File: src/rtl/srx_pkg.sv
package srx_pkg;

    typedef enum logic [2:0] {
        ST_ACTIVE   = 3'd0,
        ST_ENTER    = 3'd1,
        ST_IN_SR    = 3'd2,
        ST_WAIT_CLK = 3'd3,
        ST_EXIT_NOP = 3'd4,
        ST_READY    = 3'd5
    } srx_state_e;

    localparam int CMD_W = 3;

    // {RAS_n, CAS_n, WE_n}
    localparam logic [CMD_W-1:0] CMD_NOP = 3'b111;
    localparam logic [CMD_W-1:0] CMD_REF = 3'b001;

    function automatic int srx_max(input int a, input int b);
        return (a > b) ? a : b;
    endfunction

endpackage

File: src/rtl/srx_exit_timer.sv
module srx_exit_timer #(
    parameter int LOAD_VAL = 200
) (
    input  logic clk,
    input  logic rst_n,
    input  logic load,
    input  logic run,
    output logic done
);
    localparam int CNT_W = $clog2(LOAD_VAL + 1);

    logic [CNT_W-1:0] count;

    // The load value is one less than the window, because the loaded
    // cycle itself is the first cycle of the window.
    always_ff @(posedge clk) begin
        if (!rst_n) begin
            count <= '0;
        end else if (load) begin
            count <= CNT_W'(LOAD_VAL - 1);
        end else if (run && count != '0) begin
            count <= count - 1'b1;
        end
    end

    assign done = (count == '0);

endmodule

File: src/rtl/srx_wake_hold.sv
module srx_wake_hold (
    input  logic clk,
    input  logic rst_n,
    input  logic arm,
    input  logic wake_req,
    output logic pending
);
    // Remembers a wake seen while entering or asleep; cleared otherwise.
    always_ff @(posedge clk) begin
        if (!rst_n) begin
            pending <= 1'b0;
        end else if (arm) begin
            pending <= pending | wake_req;
        end else begin
            pending <= 1'b0;
        end
    end

endmodule

File: src/rtl/srx_fsm.sv
module srx_fsm
    import srx_pkg::*;
(
    input  logic       clk,
    input  logic       rst_n,
    input  logic       sleep_req,
    input  logic       wake_seen,
    input  logic       clk_stable,
    input  logic       timer_done,
    output srx_state_e state,
    output logic       timer_load,
    output logic       timer_run,
    output logic       wake_arm
);
    srx_state_e state_nxt;

    always_ff @(posedge clk) begin
        if (!rst_n) begin
            state <= ST_ACTIVE;
        end else begin
            state <= state_nxt;
        end
    end

    always_comb begin
        state_nxt = state;
        unique case (state)
            ST_ACTIVE:   if (sleep_req)  state_nxt = ST_ENTER;
            ST_ENTER:                    state_nxt = ST_IN_SR;
            ST_IN_SR:    if (wake_seen)  state_nxt = ST_WAIT_CLK;
            ST_WAIT_CLK: if (clk_stable) state_nxt = ST_EXIT_NOP;
            ST_EXIT_NOP: if (timer_done) state_nxt = ST_READY;
            ST_READY:                    state_nxt = ST_ACTIVE;
            default:                     state_nxt = ST_ACTIVE;
        endcase
    end

    assign timer_load = (state == ST_WAIT_CLK) && clk_stable;
    assign timer_run  = (state == ST_EXIT_NOP);
    assign wake_arm   = (state == ST_ENTER) || (state == ST_IN_SR);

endmodule

File: src/rtl/selfref_seq.sv
module selfref_seq
    import srx_pkg::*;
#(
    parameter int T_XSNR  = 10,
    parameter int DLL_CYC = 200
) (
    input  logic             clk,
    input  logic             rst_n,
    input  logic             sleep_req,
    input  logic             wake_req,
    input  logic             clk_stable,
    input  logic [CMD_W-1:0] host_cmd,
    output logic [CMD_W-1:0] mem_cmd,
    output logic             mem_cke,
    output logic             ready
);
    localparam int EXIT_CYC = srx_max(T_XSNR, DLL_CYC);

    srx_state_e state;
    logic       timer_load;
    logic       timer_run;
    logic       timer_done;
    logic       wake_arm;
    logic       wake_pend;

    srx_wake_hold u_wake (
        .clk      (clk),
        .rst_n    (rst_n),
        .arm      (wake_arm),
        .wake_req (wake_req),
        .pending  (wake_pend)
    );

    srx_exit_timer #(.LOAD_VAL(EXIT_CYC)) u_timer (
        .clk   (clk),
        .rst_n (rst_n),
        .load  (timer_load),
        .run   (timer_run),
        .done  (timer_done)
    );

    srx_fsm u_fsm (
        .clk        (clk),
        .rst_n      (rst_n),
        .sleep_req  (sleep_req),
        .wake_seen  (wake_pend | wake_req),
        .clk_stable (clk_stable),
        .timer_done (timer_done),
        .state      (state),
        .timer_load (timer_load),
        .timer_run  (timer_run),
        .wake_arm   (wake_arm)
    );

    always_comb begin
        mem_cmd = CMD_NOP;
        mem_cke = 1'b0;
        ready   = 1'b0;
        unique case (state)
            ST_ACTIVE: begin
                mem_cmd = host_cmd;
                mem_cke = 1'b1;
                ready   = 1'b1;
            end
            ST_ENTER: begin
                mem_cmd = CMD_REF;
            end
            ST_IN_SR, ST_WAIT_CLK: begin
                mem_cmd = CMD_NOP;
            end
            ST_EXIT_NOP: begin
                mem_cke = 1'b1;
            end
            ST_READY: begin
                mem_cke = 1'b1;
                ready   = 1'b1;
            end
            default: begin
                mem_cmd = CMD_NOP;
            end
        endcase
    end

endmodule

File: config.mk
export PLATFORM = sky130hd
export DESIGN_NAME = selfref_seq
export DESIGN_NICKNAME = d
export VERILOG_FILES = /design/src/rtl/srx_pkg.sv /design/src/rtl/srx_exit_timer.sv /design/src/rtl/srx_wake_hold.sv /design/src/rtl/srx_fsm.sv /design/src/rtl/selfref_seq.sv
export SDC_FILE = /design/constraint.sdc
export NUM_CORES = 1
export LEC_CHECK = 0
export ABC_AREA = 1
export BUFFER_PORTS_ARGS = -buffer_cell sky130_fd_sc_hd__buf_4
export CORE_UTILIZATION = 50
export CTS_CLUSTER_SIZE = 8
export DETAILED_ROUTE_END_ITERATION = 8
export GPL_TIMING_DRIVEN = 1
export PLACE_DENSITY_LB_ADDON = 0.25
export SYNTH_ARGS = -nofsm -noshare
export SYNTH_HDL_FRONTEND = slang
export SYNTH_HIERARCHICAL = 1
export SYNTH_SLANG_ARGS = --single-unit
File: constraint.sdc
create_clock -name clk -period 2.3 [get_ports clk]
set_input_delay 0.115 -clock clk [delete_from_list [all_inputs] [get_ports clk]]
set_output_delay 0.115 -clock clk [all_outputs]
set_load 0.01 [all_outputs]
==> results of run 1 <==
==> registers in the layout, indices dropped and copies added (netlist names) <==
| signal | count |
|---|---|
| u_fsm/state | 3 |
| u_timer/count | 8 |
| u_wake/pending | 1 |
==> cell families (layout without fill, tap and decap cells) <==
kind of cell    Yosys count  in the layout  synth area share
xor+xnor                  1              1           0.01003
compound gates           11             11           0.07594
flops                    12             12            0.2751
fa+ha+maj                 2              2           0.02865
simple gates             89             89            0.4943
buf+inv                  27             43            0.1160
==> per-stage QoR <==
stage | setup slack [ps] | std cells | hold slack [ps]
after floorplan | 966.8 | 142 | 212.6
after global placement | 848.6 | 170 | 332.5
after detailed placement | 801.8 | 170 | 357.1
after CTS | 790.6 | 174 | 69.86
after global routing | 613.9 | 174 | 80.66
final | 779.2 | 174 | 65.18
==> per-layer routing <==
metal | vias to the layer above | wire length, um | global-route usage
li1 | 472 | - | -
met3 | 2 | 91 | 0.03750
met4 | 0 | 12 | 0.09375
met1 | 363 | 891 | 0.2716
met2 | 18 | 784 | 0.3194
met5 | - | 0 | 0
==> worst paths after layout <==
check / from / to / slack, ps / cells after the start
worst max-delay path: u_fsm/state[1] / u_timer/count[6] / 780 / 9
worst max register to register: u_fsm/state[1] / u_timer/count[6] / 780 / 9
worst min-delay path: wake_req / u_wake/pending / 70 / 3
worst min register to register: u_wake/pending / u_wake/pending / 480 / 2
==> worst reg2reg max path, delay by kind of cell, from the launching register on <==
family | cells | cell delay (ps)
buffers and inverters | 3 | 260
flip-flops | 1 | 500
AND/OR/NAND/NOR | 6 | 680
==> cell type report <==
class                      instances  area, sq um
clock buffer                       4        36.28
multi-input combinational        103        531.8
tap                               16        20.02
timing repair buffer              12        90.09
fill                             145        556.8
inverter                          27        101.3
sequential                        12        240.2
==> cells in the mapped netlist <==
| cell type | instances |
|---|---|
| nand2_4 | 1 |
| inv_1 | 26 |
| nor2_2 | 4 |
| xor2_1 | 1 |
| inv_2 | 1 |
| dfxtp_1 | 12 |
| nand2_2 | 3 |
| nand3_1 | 17 |
| or2_2 | 1 |
| nand4_1 | 1 |
| a21oi_1 | 6 |
| nor2_4 | 3 |
| nand3_2 | 2 |
| o21ai_4 | 1 |
| o21ai_0 | 4 |
| ha_1 | 2 |
| or2_1 | 1 |
| nand3b_1 | 2 |
| nand2_1 | 34 |
| nor3_1 | 1 |
| nor2_1 | 19 |
==> power by group through the flow <==
stage          Sequential, W  Combinational, W  Clock, W
3_3_place_gp        0.000301          0.000516         0
5_1_grt             0.000311          0.000589  0.000184
4_1_cts             0.000300          0.000528  0.000175
6_report            0.000302          0.000529  0.000170
3_5_place_dp        0.000305          0.000522         0
2_1_floorplan       0.000293          0.000383         0
==> results.yml, run 1 <==
run_status:
  outcome: "finished, violations left"
  violations: "design-rule violations"
global_route:
  overflow: 0
  grt_max_degree: 10
  grt_pass1_vias: 726
  antenna_found_initial: 0
  grt_pass1_wl_mm: 2.911
  grt.total_usage: 0.2045
sta:
  maxSlewViolCount: 0
  period_share: 0.6612
  rsz0062_at_grt: "no"
  skew_ps: 3.965
  max_freq_ghz: 0.6576
  relSlewSlack: 0.7618
  hold_violations: 0
  layout_min_cycle_time_ps: 1521
  worstMarginPinSlew_ps: 356.7
  finalSetupViolCount: 0
  setup_tns_ps: 0
power:
  ir_worst_vdd_v: 0.0005435
  p_clk_frac: 0.170
  cellPowerDensity_mw_per_mm2: 981.5
  combPwrFrac: 0.529
  p_int_w: 0.0005609
  leakage_nw: 0.5287
  p_sw_frac: 0.4396
  p_switching_w: 0.0004400
  power_frac_seq: 0.302
  fin_total_pwr_w: 0.001001
worst_setup_path:
  required_ps: 2480
  worst_ep_arrival_time_ps: 1700
  crit_family: "simple AND/OR/NAND/NOR gates"
  cp_cell_sequence: "nand2_2 -> nor2_2 -> inv_1 -> nor2_1 -> inv_1 -> nand3_1 -> nand3_1 -> nand2_1 -> inv_1"
  crit_path_top_delay_cell: "dfxtp_1"
  cp_max_fo: 8
  startpoint_type: "flip-flop"
  critical-path-max-stage-delay_ps: 500
  path_common_cell: "inv_1"
  critPathKind: "reg2reg"
  crit_path_end_kind: "flip-flop"
  path_buf_inv: 3
run:
  cap_viol_max_count: 0
final_layout:
  final_cell_mix: "nand2_1, inv_1, nor2_1, nand3_1"
  utilization: 0.6468
  drive_above_1_share: 0.2025
  final_area_sq_mm: 0.001020
  final_common_cell: "nand2_1"
  antenna_cells: 0
  fin_nets: 169
  area_delta_synth_final_pct: 16.76
synthesis:
  synthDistinctLibCells: 21
  ys_seq_area_frac: 0.2751
  yosysTopAreaCell: "dfxtp_1"
  ys_seq_elements: 12
  synthTopCellsByArea: "dfxtp_1, nand2_1, inv_1"
  synth_area_sq_um: 873.3
  synth_cells: 142
  yosys_warnings: 6
  synth_fp_nets: 152
  syn_area_per_cell_sq_um: 6.150
  synth_top_area_share: 0.2751
min_path:
  hold_path.class: "in2reg"
floorplanning:
  start_util: 0.5540
  fp.coreArea_sq_mm: 0.001577
  die_w_um: 43.80
  rows: 14
  io_pins: 13
  die_area_sq_mm: 0.001918
  die-height_um: 43.80
clocking:
  clock_latency_ps: 270
  post_cts_resized: 0
  clock-sinks: 12
  hold_buffers: 0
  path_clk_slew_ps: 80
  cts-root-buf: "clkbuf_4"
  cts_buffer_depth: 2
  cts_buffers: 3
  post-cts-setup-buffers: 0
  htree_levels: 1
  cts_tree: "done"
drt:
  vias: 855
  final_antenna_net_count: 0
  wirelength_mm: 1.779
  wire_per_inst_um: 10.22
  viasPerCell: 4.914
  drtPass1Iterations: 7
  drtIter0Drc: 26
  drc: 1
placed_design:
  dp_hpwl_mm: 1.345
  placed_area_sq_um: 983.4
  port_buffers: 12
  place_congestion: 0.8853
No activity file was read; power rests on OpenSTA's default activity.
==> run 2: changes to the inputs <==
==> constraint.sdc (replaced) <==
create_clock -name clk -period 1.5 [get_ports clk]
set_input_delay 0.075 -clock clk [delete_from_list [all_inputs] [get_ports clk]]
set_output_delay 0.075 -clock clk [all_outputs]
set_load 0.01 [all_outputs]
==> run 2 against run 1 <==
Clock skew is 2.8 ps lower. Critical path depth grew 1. Sequential cell count unchanged. Highest routed layer unchanged. First-iteration DRC count grew 69%. The run still ends with design-rule violations left. Total power up 64%. Final area increased by 7.1%. Sequential share of layout area decreased by 1.3 points. Routed wire length grew 8.4%. Final cell count increased by 3.4%. Count of clock-buffer cells in the layout is the same. Global-route usage up 1.6 points.
==> results.yml, run 2 (synthesis results as in run 1) <==
run_status:
  outcome: "finished, violations left"
  violations: "design-rule violations"
floorplanning:
  die_w_um: 43.80
  io_pins: 13
  rows: 14
  fp.coreArea_sq_mm: 0.001577
  die-height_um: 43.80
  die_area_sq_mm: 0.001918
  start_util: 0.5540
drt:
  vias: 917
  drc: 1
  viasPerCell: 5.094
  wirelength_mm: 1.928
  drtPass1Iterations: 6
  wire_per_inst_um: 10.71
  final_antenna_net_count: 0
  drtIter0Drc: 44
worst_setup_path:
  path_common_cell: "nor2_1"
  required_ps: 1710
  cp_cell_sequence: "inv_1 -> ha_4 -> nand2_4 -> nor2_4 -> inv_1 -> nand3_2 -> o21ai_0 -> nor2_1 -> nor2_1 -> nor2_1"
  crit_family: "simple AND/OR/NAND/NOR gates"
  startpoint_type: "flip-flop"
  crit_path_end_kind: "flip-flop"
  crit_path_top_delay_cell: "dfxtp_2"
  critPathKind: "reg2reg"
  critical-path-max-stage-delay_ps: 330
  path_buf_inv: 2
  cp_max_fo: 3
  worst_ep_arrival_time_ps: 1590
sta:
  fin_ws_ps: 117.4
  layout_min_cycle_time_ps: 1383
  finalSetupViolCount: 0
  period_share: 0.9217
  hold_violations: 0
  hold_slack_ps: 14.38
  maxSlewViolCount: 0
  skew_ps: 1.161
  relSlewSlack: 0.8087
  worstMarginPinSlew_ps: 285.9
  max_freq_ghz: 0.7233
final_layout:
  final_cell_mix: "nand2_1, inv_1, nor2_1, buf_4, nand3_1"
  fin_nets: 175
  multi_input_area_sq_um: 556.8
  top_register: "u_timer/count"
  antenna_cells: 0
  area_delta_synth_final_pct: 25.07
  final_common_cell: "nand2_1"
  final-seq-area_sq_um: 242.7
  largest_reg_flops: 8
  final_area_sq_mm: 0.001092
  nFillCells: 146
  drive_above_1_share: 0.2622
  reg.largest.list: "u_timer/count (8), u_fsm/state (3), u_wake/pending (1)"
clocking:
  cts_buffers: 3
  htree_levels: 1
  clock-sinks: 12
  clock_latency_ps: 270
  cts-root-buf: "clkbuf_4"
  cts_buffer_depth: 2
  cts_tree: "done"
  path_clk_slew_ps: 80
placed_design:
  pre_cts_ws_ps: 107.0
  placed_area_sq_mm: 0.001021
  place_congestion: 0.8775
  port_buffers: 12
  dp_hpwl_mm: 1.444
global_route:
  grt_pass1_vias: 794
  grt.total_usage: 0.2201
  globalRouteMet2Util: 0.3701
  grt_pass1_wl_mm: 3.146
  antenna_found_initial: 0
  busiest_layer: "met2"
  use_met3: 0.02500
  grt_max_degree: 9
  gr-usage-met1: 0.2748
  overflow: 0
power:
  power_frac_seq: 0.279
  p_sw_frac: 0.4346
  cellPowerDensity_mw_per_mm2: 1503
  p_clk_frac: 0.160
  p_switching_w: 0.0007136
  fin_total_pwr_w: 0.001642
  ir_worst_vdd_v: 0.0009561
  leakage_nw: 0.5634
  combPwrFrac: 0.561
  p_int_w: 0.0009283
run:
  cap_viol_max_count: 0
min_path:
  hold_path.class: "in2reg"
==> run 2: cell types whose count changed in the layout (fill, tap and decap cells not counted), sizes merged <==
cell,change
buf,+6
==> run 2: final timing paths <==
path | start | endpoint | slack (ps) | depth (start not counted)
max | u_timer/count[1] | u_fsm/state[0] | 120 | 10
min | wake_req | u_wake/pending | 10 | 3
max reg2reg | u_timer/count[1] | u_fsm/state[0] | 120 | 10
min reg2reg | u_wake/pending | u_wake/pending | 470 | 2
==> run 2: layout make-up <==
cell class	count	share of cell area
Multi-Input combinational cell	103	0.5097
Sequential cell	12	0.2222
Tap cell	16	0.01833
Clock buffer	4	0.03322
Inverter	27	0.09278
Timing Repair Buffer	18	0.1237
==> run 2: worst reg2reg max path, cell delays in order (launching register included) <==
cell and delay, ps:
dfxtp_2 330, inv_1 120, ha_4 160, nand2_4 70, nor2_4 120, inv_1 60, nand3_2 80, o21ai_0 80
nor2_1 150, nor2_1 60, nor2_1 100
==> run 2: power groups by stage <==
stage | clock, W | combinational (W) | sequential [W]
2_1_floorplan | 0 | 0.000587 | 0.000449
3_3_place_gp | 0 | 0.000854 | 0.000451
3_5_place_dp | 0 | 0.000877 | 0.000456
4_1_cts | 0.000279 | 0.000886 | 0.000449
5_1_grt | 0.000283 | 0.00102 | 0.000466
6_report | 0.000263 | 0.000921 | 0.000458
==> run 2: per-stage QoR <==
stage	setup TNS, ps	instances	util
2_1_floorplan	0	142	-
3_3_place_gp	0	175	0.6476
3_5_place_dp	0	175	0.6476
4_1_cts	0	179	0.6706
5_1_grt	-78.37	180	0.6929
6_report	0	180	0.6929
==> run 2: repair_timing <==
item	4_1_cts	5_1_grt
setup endpoints to repair	0	4
resized for setup	0	8
hold buffers	0	0
buffers inserted	0	1
==> run 2: per-layer routing <==
| metal | share of wire | vias up |
|---|---|---|
| met5 | 0 | - |
| met3 | 0.053 | 2 |
| met4 | 0.0047 | 0 |
| met1 | 0.48 | 399 |
| li1 | - | 483 |
| met2 | 0.46 | 33 |
